`config.mk`:
```
export PLATFORM = sky130hd
export DESIGN_NAME = dual_rate_shaper
export DESIGN_NICKNAME = d
export VERILOG_FILES = /design/src/rtl/shaper_pkg.sv /design/src/rtl/shaper_wheel.sv /design/src/rtl/shaper_credit.sv /design/src/rtl/dual_rate_shaper.sv
export SDC_FILE = /design/constraint.sdc
export NUM_CORES = 1
export LEC_CHECK = 0
export BUFFER_PORTS_ARGS = -buffer_cell sky130_fd_sc_hd__buf_4
export CAP_MARGIN = 20
export CORE_ASPECT_RATIO = 1.1
export CORE_MARGIN = 2
export CORE_UTILIZATION = 45
export DETAILED_ROUTE_END_ITERATION = 8
export HOLD_SLACK_MARGIN = 0.1
export MAX_ROUTING_LAYER = met4
export PLACE_DENSITY = 0.64
export SYNTH_ARGS = -nofsm -noshare
export SYNTH_HDL_FRONTEND = slang
export SYNTH_SLANG_ARGS = --single-unit
```
`constraint.sdc`:
```
create_clock -name clk -period 12.28 [get_ports clk]
set_clock_uncertainty 0.15 [all_clocks]
set_input_delay 1.842 -clock clk [delete_from_list [all_inputs] [get_ports clk]]
set_output_delay 1.842 -clock clk [all_outputs]
set_load 0.05 [all_outputs]
```
`src/rtl/shaper_pkg.sv`:
```
`timescale 1ns/1ps
package shaper_pkg;
  localparam int MANT_W  = 8;
  localparam int EXP_W   = 4;
  localparam int DIV_W   = 4;
  localparam int MAX_DIV = 12;
  localparam int LANES   = 2;
  localparam int WORD_W  = 2 * MANT_W + 2 * EXP_W + DIV_W + 1;

  // Field order fixes the write-word layout (LSB is rate_mant).
  typedef struct packed {
    logic              en;
    logic [EXP_W-1:0]  burst_exp;
    logic [MANT_W-1:0] burst_mant;
    logic [DIV_W-1:0]  div_exp;
    logic [EXP_W-1:0]  rate_exp;
    logic [MANT_W-1:0] rate_mant;
  } lane_cfg_t;
endpackage

```
`src/rtl/shaper_wheel.sv`:
```
`timescale 1ns/1ps
module shaper_wheel #(
  parameter int TICKS   = 240,
  parameter int DIV_W   = 4,
  parameter int MAX_DIV = 12
) (
  input  logic             clk,
  input  logic             rst,
  input  logic             restart,
  input  logic [DIV_W-1:0] div_exp,
  output logic             tick
);
  localparam int CNT_W = $clog2(TICKS) + MAX_DIV + 1;

  logic [DIV_W-1:0] div_eff;
  logic [CNT_W-1:0] period;
  logic [CNT_W-1:0] cnt;

  assign div_eff = (div_exp > DIV_W'(MAX_DIV)) ? DIV_W'(MAX_DIV) : div_exp;
  assign period  = CNT_W'(TICKS) << div_eff;
  assign tick    = (cnt == period - CNT_W'(1));

  always_ff @(posedge clk) begin
    if (rst || restart) cnt <= '0;
    else if (tick)      cnt <= '0;
    else                cnt <= cnt + CNT_W'(1);
  end

  assert_cnt_below_period_R4: assert property (@(posedge clk) disable iff (rst)
    cnt < period);
  assert_tick_wraps_R4: assert property (@(posedge clk) disable iff (rst)
    tick |=> (cnt == '0));
endmodule

```
`src/rtl/shaper_credit.sv`:
```
`timescale 1ns/1ps
module shaper_credit #(
  parameter int MANT_W = 8,
  parameter int EXP_W  = 4,
  parameter int LEN_W  = 16
) (
  input  logic              clk,
  input  logic              rst,
  input  logic              load,
  input  logic [MANT_W-1:0] ld_burst_mant,
  input  logic [EXP_W-1:0]  ld_burst_exp,
  input  logic              en,
  input  logic [MANT_W-1:0] rate_mant,
  input  logic [EXP_W-1:0]  rate_exp,
  input  logic [MANT_W-1:0] burst_mant,
  input  logic [EXP_W-1:0]  burst_exp,
  input  logic              tick,
  input  logic              charge,
  input  logic [LEN_W-1:0]  len,
  output logic              ok
);
  localparam int BASE_W  = MANT_W + 1;
  localparam int BURST_W = BASE_W + (1 << EXP_W);
  localparam int CHG_W   = LEN_W + MANT_W;
  localparam int LVL_W   = ((BURST_W > CHG_W) ? BURST_W : CHG_W) + 3;
  localparam int SUM_W   = LVL_W + 2;
  localparam logic signed [LVL_W-1:0] FLOOR = {2'b11, {(LVL_W-2){1'b0}}};

  // Value of the code (1.mantissa) << shift, held with MANT_W fraction bits.
  function automatic logic [BURST_W-1:0] code_val(input logic [MANT_W-1:0] m,
                                                  input logic [EXP_W:0]    sh);
    return BURST_W'({1'b1, m}) << sh;
  endfunction

  logic [BURST_W-1:0]       add_u, burst_u, ld_burst_u;
  logic signed [LVL_W-1:0]  level, level_nxt;
  logic signed [SUM_W-1:0]  level_ext, add_s, chg_s, burst_s, floor_s, sum, clamped;
  logic                     level_pos;

  assign add_u      = code_val(rate_mant, {1'b0, rate_exp});
  assign burst_u    = code_val(burst_mant, {1'b0, burst_exp} + 1'b1);
  assign ld_burst_u = code_val(ld_burst_mant, {1'b0, ld_burst_exp} + 1'b1);

  assign level_ext = {{2{level[LVL_W-1]}}, level};
  assign floor_s   = {{2{FLOOR[LVL_W-1]}}, FLOOR};
  assign burst_s   = {{(SUM_W-BURST_W){1'b0}}, burst_u};
  assign add_s     = tick   ? {{(SUM_W-BURST_W){1'b0}}, add_u} : '0;
  assign chg_s     = charge ? {{(SUM_W-CHG_W){1'b0}}, len, {MANT_W{1'b0}}} : '0;
  assign level_pos = !level[LVL_W-1] && (|level);

  always_comb begin
    sum = level_ext + add_s - chg_s;
    if (sum > burst_s)      clamped = burst_s;
    else if (sum < floor_s) clamped = floor_s;
    else                    clamped = sum;
    level_nxt = clamped[LVL_W-1:0];
  end

  always_ff @(posedge clk) begin
    if (rst) begin
      level <= '0;
      ok    <= 1'b1;
    end else begin
      ok <= !en || level_pos;
      if (load)     level <= {{(LVL_W-BURST_W){1'b0}}, ld_burst_u};
      else if (!en) level <= {{(LVL_W-BURST_W){1'b0}}, burst_u};
      else          level <= level_nxt;
    end
  end

  assert_level_cap_R5: assert property (@(posedge clk) disable iff (rst)
    level <= burst_s);
  assert_idle_ok_R7: assert property (@(posedge clk) disable iff (rst)
    !en |=> ok);
  assert_charge_drops_R6: assert property (@(posedge clk) disable iff (rst)
    (en && charge && !tick && !load && (len != '0)) |=>
      ((level < $past(level)) || (level == FLOOR)));
  assert_refill_rises_R3: assert property (@(posedge clk) disable iff (rst)
    (en && tick && !charge && !load) |=> (level >= $past(level)));
endmodule

```
`src/rtl/dual_rate_shaper.sv`:
```
`timescale 1ns/1ps
module dual_rate_shaper import shaper_pkg::*; #(
  parameter int WHEEL_TICKS = 240,
  parameter int LEN_W       = 16
) (
  input  logic              clk,
  input  logic              rst,
  input  logic              cfg_we,
  input  logic              cfg_sel,
  input  logic [WORD_W-1:0] cfg_wdata,
  input  logic              send_valid,
  input  logic [LEN_W-1:0]  send_len,
  output logic              peak_ok,
  output logic              commit_ok
);
  logic [LANES-1:0] ok_vec;
  lane_cfg_t        new_cfg;

  assign new_cfg = lane_cfg_t'(cfg_wdata);

  for (genvar g = 0; g < LANES; g++) begin : lane_g
    lane_cfg_t cfg_q;
    logic      load;
    logic      tick;

    assign load = cfg_we && (cfg_sel == 1'(g));

    always_ff @(posedge clk) begin
      if (rst)       cfg_q <= '0;
      else if (load) cfg_q <= new_cfg;
    end

    shaper_wheel #(.TICKS(WHEEL_TICKS), .DIV_W(DIV_W), .MAX_DIV(MAX_DIV)) u_wheel (
      .clk     (clk),
      .rst     (rst),
      .restart (load),
      .div_exp (cfg_q.div_exp),
      .tick    (tick)
    );

    shaper_credit #(.MANT_W(MANT_W), .EXP_W(EXP_W), .LEN_W(LEN_W)) u_credit (
      .clk           (clk),
      .rst           (rst),
      .load          (load),
      .ld_burst_mant (new_cfg.burst_mant),
      .ld_burst_exp  (new_cfg.burst_exp),
      .en            (cfg_q.en),
      .rate_mant     (cfg_q.rate_mant),
      .rate_exp      (cfg_q.rate_exp),
      .burst_mant    (cfg_q.burst_mant),
      .burst_exp     (cfg_q.burst_exp),
      .tick          (tick),
      .charge        (send_valid),
      .len           (send_len),
      .ok            (ok_vec[g])
    );
  end

  assign peak_ok   = ok_vec[0];
  assign commit_ok = ok_vec[1];
endmodule

```
* Yosys cells after proc, flatten, opt, wreduce, memory -nomap -nowiden
Cells that the tools add are included.
** Storage, ports and cells
- Register bits :: 158
- Output and inout bits :: 2
- Logic and storage cells :: 84
** Operators by class
- Add/subtract/negate cells :: 11
- Order comparisons :: 6
- Eq/ne operators :: 2
- Shift-type cells :: 7
- Muxes and demuxes :: 13
- Bitwise operators :: 3
- Reduce and logical (&&, ||, !) cells :: 20
** Operator list (number)
- $mux 25 :: 8
- $shl 9x5->25 :: 3
- $gt 30x26->1 :: 2
- $lt 30x27->1 const B :: 2
- $sub 30x25->30 :: 2
- $add 28x26->29 :: 2
- $mux 28 :: 2
- $reduce_or 28->1 :: 2
- $shl 9x4->25 :: 2
- $add 21x1->21 const B :: 2
- $eq 21x21->1 :: 2
- $shl 8x4->21 const A :: 2
- $sub 21x1->21 const B :: 2
- $mux 24 :: 1
- $add 4x1->5 const B :: 3
- $reduce_or 5->1 :: 2
- $gt 4x4->1 const B :: 2
- $mux 4 :: 2
- $reduce_or 4->1 :: 2
- $logic_and 1x1->1 :: 4
- $logic_not 1->1 :: 4
- $logic_or 1x1->1 :: 4
- $reduce_or 2->1 :: 2
- $not 1->1 :: 3

* Depth between registers and ports, before layout
- Depth in word-level cells :: 13
- Gate-level depth with buffers :: 50
- Gate-level depth less buffers :: 44

* By module
A second synthesis with hierarchy kept.
** Unflattened totals
- Cells, all modules :: 2285
- Area, all modules :: 17430.5 µm²
** Modules (own cells, without submodules)
- shaper_credit (lane_g[0].u_credit) :: times used 1, cells each 850, area an instance 6034.5 µm², sequential area each 580.6 µm²
- shaper_credit (lane_g[1].u_credit) :: times used 1, cells each 826, area an instance 5916.9 µm², sequential area each 580.6 µm²
- shaper_wheel :: times used 2, cells each 194, area an instance 1539.0 µm², sequential area each 420.4 µm²
- dual_rate_shaper :: times used 1, cells each 221, area an instance 2401.1 µm², sequential area each 1161.1 µm²

* Worst setup path before layout
Ideal clock, no wire load.
- Path type :: reg-to-reg
- From :: register lane_g[1].cfg_q[14] (netlist bit)
- To :: register lane_g[1].u_credit.level[1]
- Setup time :: 0.073 ns
- Data arrival time :: 9.131 ns
- Required time :: 12.057 ns
- Path slack :: 2.926 ns
- Stages on the path, launching flop included :: 44
- Buffers on the path :: 5
- Path through :: dfxtp_1 -> clkbuf_1 -> clkbuf_1 -> clkbuf_1 -> a21oi_1 -> ha_1 -> a2111oi_0 -> o221ai_1 -> xor2_1 -> o31ai_1 -> a22oi_1 -> a211o_1 -> nand2b_1 -> clkbuf_1 -> nor2_1 -> ha_1 -> fa_1 -> a21o_1 -> [8 not listed] -> a21oi_1 -> nand2_1 -> a2111oi_2 -> nor4b_1 -> nor3_2 -> xor2_1 -> inv_1 -> ha_1 -> a22o_1 -> nor4_1 -> o311ai_0 -> o21ai_0 -> o2111ai_1 -> nor4_2 -> a2bb2o_1 -> buf_2 -> o221a_2 -> nor3_2
** On the way
- Cells in the longest elaborated chain, start to end :: 13
- Elaborated cells between the ends (all ways) :: 14
- Classes of those cells :: add/sub (3); order compare (3); eq/ne (1); shift (1); mux (6)
** Ends and longest elaborated chain
- start, declared :: line dual_rate_shaper.sv:22 : lane_cfg_t cfg_q;
- start signal, assigned :: line dual_rate_shaper.sv:30 : else if (load) cfg_q <= new_cfg;
- $gt 4x4->1 :: line shaper_wheel.sv:19 : assign div_eff = (div_exp > DIV_W'(MAX_DIV)) ? DIV_W'(MAX_DIV) : div_exp;
- $mux 4 (*) :: line shaper_wheel.sv:19
- $shl 8x4->21 (*) :: line shaper_wheel.sv:20 : assign period = CNT_W'(TICKS) << div_eff;
- $sub 21x1->21 (*) :: line shaper_wheel.sv:21 : assign tick = (cnt == period - CNT_W'(1));
- $eq 21x21->1 (*) :: line shaper_wheel.sv:21
- $mux 25 (*) :: line shaper_credit.sv:47 : assign add_s = tick ? {{(SUM_W-BURST_W){1'b0}}, add_u} : '0;
- $add 28x26->29 (*) :: line shaper_credit.sv:52 : sum = level_ext + add_s - chg_s;
- $sub 30x25->30 (*) :: line shaper_credit.sv:52
- $lt 30x27->1 :: line shaper_credit.sv:54 : else if (sum < floor_s) clamped = floor_s;
- $mux 28 :: line shaper_credit.sv:54
- $mux 25 (*) :: line shaper_credit.sv:53 : if (sum > burst_s) clamped = burst_s;
- $mux 25 (*) :: line shaper_credit.sv:66 : else if (!en) level <= {{(LVL_W-BURST_W){1'b0}}, burst_u};
- $mux 25 (*) :: line shaper_credit.sv:65 : if (load) level <= {{(LVL_W-BURST_W){1'b0}}, ld_burst_u};
- end signal, assigned :: line shaper_credit.sv:65
- end signal, assigned :: line shaper_credit.sv:66
- end signal, assigned :: line shaper_credit.sv:67 : else level <= level_nxt;
- end, declared :: line shaper_credit.sv:36 : logic signed [LVL_W-1:0] level, level_nxt;
Every way passes the cells marked *; elsewhere a longest branch is shown, timed or not.
A chain may end at the register's enable or synchronous reset.

* Worst setup path in the final report
- From :: register lane_g[0].cfg_q[14] (netlist bit)
- To :: register lane_g[0].u_credit.level[6]
** On the way
- Cells in the longest elaborated chain, start to end :: 13
- Elaborated cells between the ends (all ways) :: 14
- Classes of those cells :: add/sub (3); order compare (3); eq/ne (1); shift (1); mux (6)
** Ends and longest elaborated chain (line)
- start, declared :: dual_rate_shaper.sv:22
- start signal, assigned :: dual_rate_shaper.sv:30
- $gt 4x4->1 :: shaper_wheel.sv:19
- $mux 4 (*) :: shaper_wheel.sv:19
- $shl 8x4->21 (*) :: shaper_wheel.sv:20
- $sub 21x1->21 (*) :: shaper_wheel.sv:21
- $eq 21x21->1 (*) :: shaper_wheel.sv:21
- $mux 25 (*) :: shaper_credit.sv:47
- $add 28x26->29 (*) :: shaper_credit.sv:52
- $sub 30x25->30 (*) :: shaper_credit.sv:52
- $lt 30x27->1 :: shaper_credit.sv:54
- $mux 28 :: shaper_credit.sv:54
- $mux 25 (*) :: shaper_credit.sv:53
- $mux 25 (*) :: shaper_credit.sv:66
- $mux 25 (*) :: shaper_credit.sv:65
- end signal, assigned :: shaper_credit.sv:65
- end signal, assigned :: shaper_credit.sv:66
- end signal, assigned :: shaper_credit.sv:67
- end, declared :: shaper_credit.sv:36
Marks and branches as above.

==> impl_metrics.json <==
{
  "drt_drc_violations_left": 0,
  "setup_tns_ns": 0,
  "async_flop_share": 0,
  "h-tree-depth": 4,
  "syn_area_um2": 16100,
  "yosys.area.top_type": "dfxtp_1",
  "synth_edf_count": 0,
  "io_pins": 52,
  "drive_gt1_frac": 0.0666,
  "ir_drop_uv": 111,
  "crit_path_end_kind": "register",
  "synth-seq-area-share": 0.196,
  "cp-start-kind": "register",
  "ctsRootBufferMaster": "clkbuf_16",
  "power_mw": 1.66,
  "cp_max_fo": 25,
  "critical_path_class": "register to register",
  "ctsResizeCount": 0,
  "cts_buffer_depth": 2,
  "final_max_slew_viol_count": 0,
  "routed_wl_um": 53100,
  "cts_tree": "built",
  "avgSynthCellArea_um2": 7.15,
  "vias": 16323,
  "ys.flop_type": "dfxtp_1",
  "fmax_ghz": 0.0907,
  "critPathArrivalTime_ns": 11.23,
  "hold_buffers": 0,
  "wl_per_cell_um": 19.7,
  "synth.most_common_cell": "nand2_1",
  "cap_violations": 0,
  "synth_cells": 2253,
  "start_util": 0.457,
  "status": "finished, final reports clean",
  "clock-sinks": 158,
  "clock_latency_ns": 0.47,
  "finalHoldViolCount": 0,
  "slew_headroom": 0.293,
  "core_area_um2": 35200,
  "cpMaxStageDelayCell": "dfxtp_1",
  "drt-vias-per-instance": 6.04,
  "clkTransAtPathRegs_ns": 0.08,
  "hpwlAfterDp_um": 42900,
  "worstMarginPinSlew_ns": 1.06,
  "antenna_found_initial": 0,
  "ant_nets": 0,
  "grt.overflow.total": 0,
  "setup_violations": 0,
  "power_density_nw_per_um2": 96.6,
  "cts_buffers": 17,
  "drt_iter0_markers": 1274,
  "rows": 72,
  "slowest_delay_ns": 0.81,
  "firstDrtPassIters": 6,
  "rsz0062_at_grt": "false",
  "min_period_ns": 11.02,
  "dieArea_um2": 37300,
  "numPortBuffers": 51,
  "synth-seq-cells": 158,
  "synth_cell_types": 89,
  "grt_pass1_wl_um": 83200,
  "fin_nets": 2404,
  "critPathRequiredTime_ns": 12.49,
  "ys_top_cells_by_area": "dfxtp_1 20%, ha_1 11%, nand2_1 7.6%, nor2_1 6.2%, a21oi_1 5.7%",
  "ys_top_cells_by_count": "324 x nand2_1, 265 x nor2_1, 185 x a21oi_1, 158 x dfxtp_1, 142 x ha_1",
  "synth_fp_nets": 2449,
  "period_share": 0.898,
  "die_x_um": 184,
  "min_path_type": "register to register",
  "grt_max_degree": 55,
  "die_y_um": 202,
  "place_congestion": 0.985,
  "grt_pass1_vias": 15414,
  "yosysWarnings": 0,
  "area_growth_pct": 6.98,
  "grt_usage": 0.294,
  "synth_top_cell_area_share": 0.196,
  "leakagePower_nw": 6.91,
  "postCtsSetupRepairBufs": 0,
  "antenna_cells": 0
}
==> state kept, by name, indices dropped and copies added, names as in the netlist <==
| register | flops |
|---|---|
| lane_g.u_credit.level | 56 |
| lane_g.u_wheel.cnt | 42 |
| lane_g.u_credit.ok | 2 |
| lane_g.cfg_q | 58 |
==> critical path: cells and delay by family (launching register included) <==
kind,cells,cell delay (ns)
adder cells (fa/ha/maj),4,1.39
AND/OR/NAND/NOR,15,3.07
AO/OA/AOI/OAI,20,4.87
flip-flops,1,0.81
XOR/XNOR,3,0.57
==> area by class of cell <==
class / count / area, um2
well taps: 481 / 602
repair buffers: 59 / 443
clock inverters: 14 / 143
fillers: 3537 / 18000
inverters: 48 / 180
flip-flops and latches: 158 / 3160
multi-input cells: 1924 / 12300
clock buffers: 18 / 439
==> cells in the final DEF, fill, tap and decap left out, types with 26 or more instances in the layout <==
cell type | Yosys | final
a211oi_1 | 49 | 49
a21o_1 | 41 | 41
a21oi_1 | 185 | 185
and3_1 | 32 | 32
buf_4 | 0 | 59
dfxtp_1 | 158 | 158
ha_1 | 142 | 142
inv_1 | 47 | 47
mux2i_1 | 29 | 29
nand2_1 | 324 | 323
nand2b_1 | 27 | 27
nand3_1 | 98 | 98
nor2_1 | 265 | 265
nor2b_1 | 38 | 37
nor3_1 | 61 | 61
nor4_1 | 26 | 26
o211ai_1 | 27 | 27
o21ai_0 | 114 | 114
xnor2_1 | 78 | 78
xor2_1 | 59 | 59
==> power breakdown <==
part	switching, mW	internal (mW)	leakage (nW)
registers	0.0357	0.534	1.29
logic	0.342	0.216	5.35
clock network	0.262	0.275	0.280
total	0.640	1.03	6.91
==> layer usage <==
layer / up-vias / global-route usage / part of all wire
li1: 8067 / - / -
met5: - / - / 0
met4: 0 / 0.125 / 0.040
met2: 470 / 0.459 / 0.45
met3: 105 / 0.0463 / 0.061
met1: 7681 / 0.375 / 0.45
==> logic make-up after synthesis <==
kind of cell,after synthesis,synth area share
adders and majority gates,146,0.115
DFF,158,0.196
buffers and inverters,171,0.0427
muxes,49,0.0390
and+or+nand+nor,979,0.282
xor gates and xnor gates,137,0.0745
AOI/OAI and AO/OA,613,0.251
==> final timing paths <==
path                            cells past startpoint                     start  slack [ns]                     endpoint
worst max-delay path                               42       lane_g[0].cfg_q[14]        1.26  lane_g[0].u_credit.level[6]
worst min-delay path                                1  lane_g[1].u_wheel.cnt[0]        0.29     lane_g[1].u_wheel.cnt[0]
worst max register to register                     42       lane_g[0].cfg_q[14]        1.26  lane_g[0].u_credit.level[6]
worst min register to register                      1  lane_g[1].u_wheel.cnt[0]        0.29     lane_g[1].u_wheel.cnt[0]
==> per-stage QoR <==
stage | instances | hold slack (ns) | setup WS [ns] | util | cell area (um2)
2_1_floorplan | 2253 | 0.263 | 2.93 | - | 16100
4_1_cts | 2702 | 0.298 | 1.44 | 0.489 | 17200
3_5_place_dp | 2670 | 0.286 | 1.49 | 0.473 | 16600
3_3_place_gp | 2670 | 0.273 | 1.66 | 0.473 | 16600
5_1_grt | 2702 | 0.329 | 0.340 | 0.489 | 17200
6_report | 2702 | 0.292 | 1.26 | 0.489 | 17200
Power figures use the tool's default switching activity.
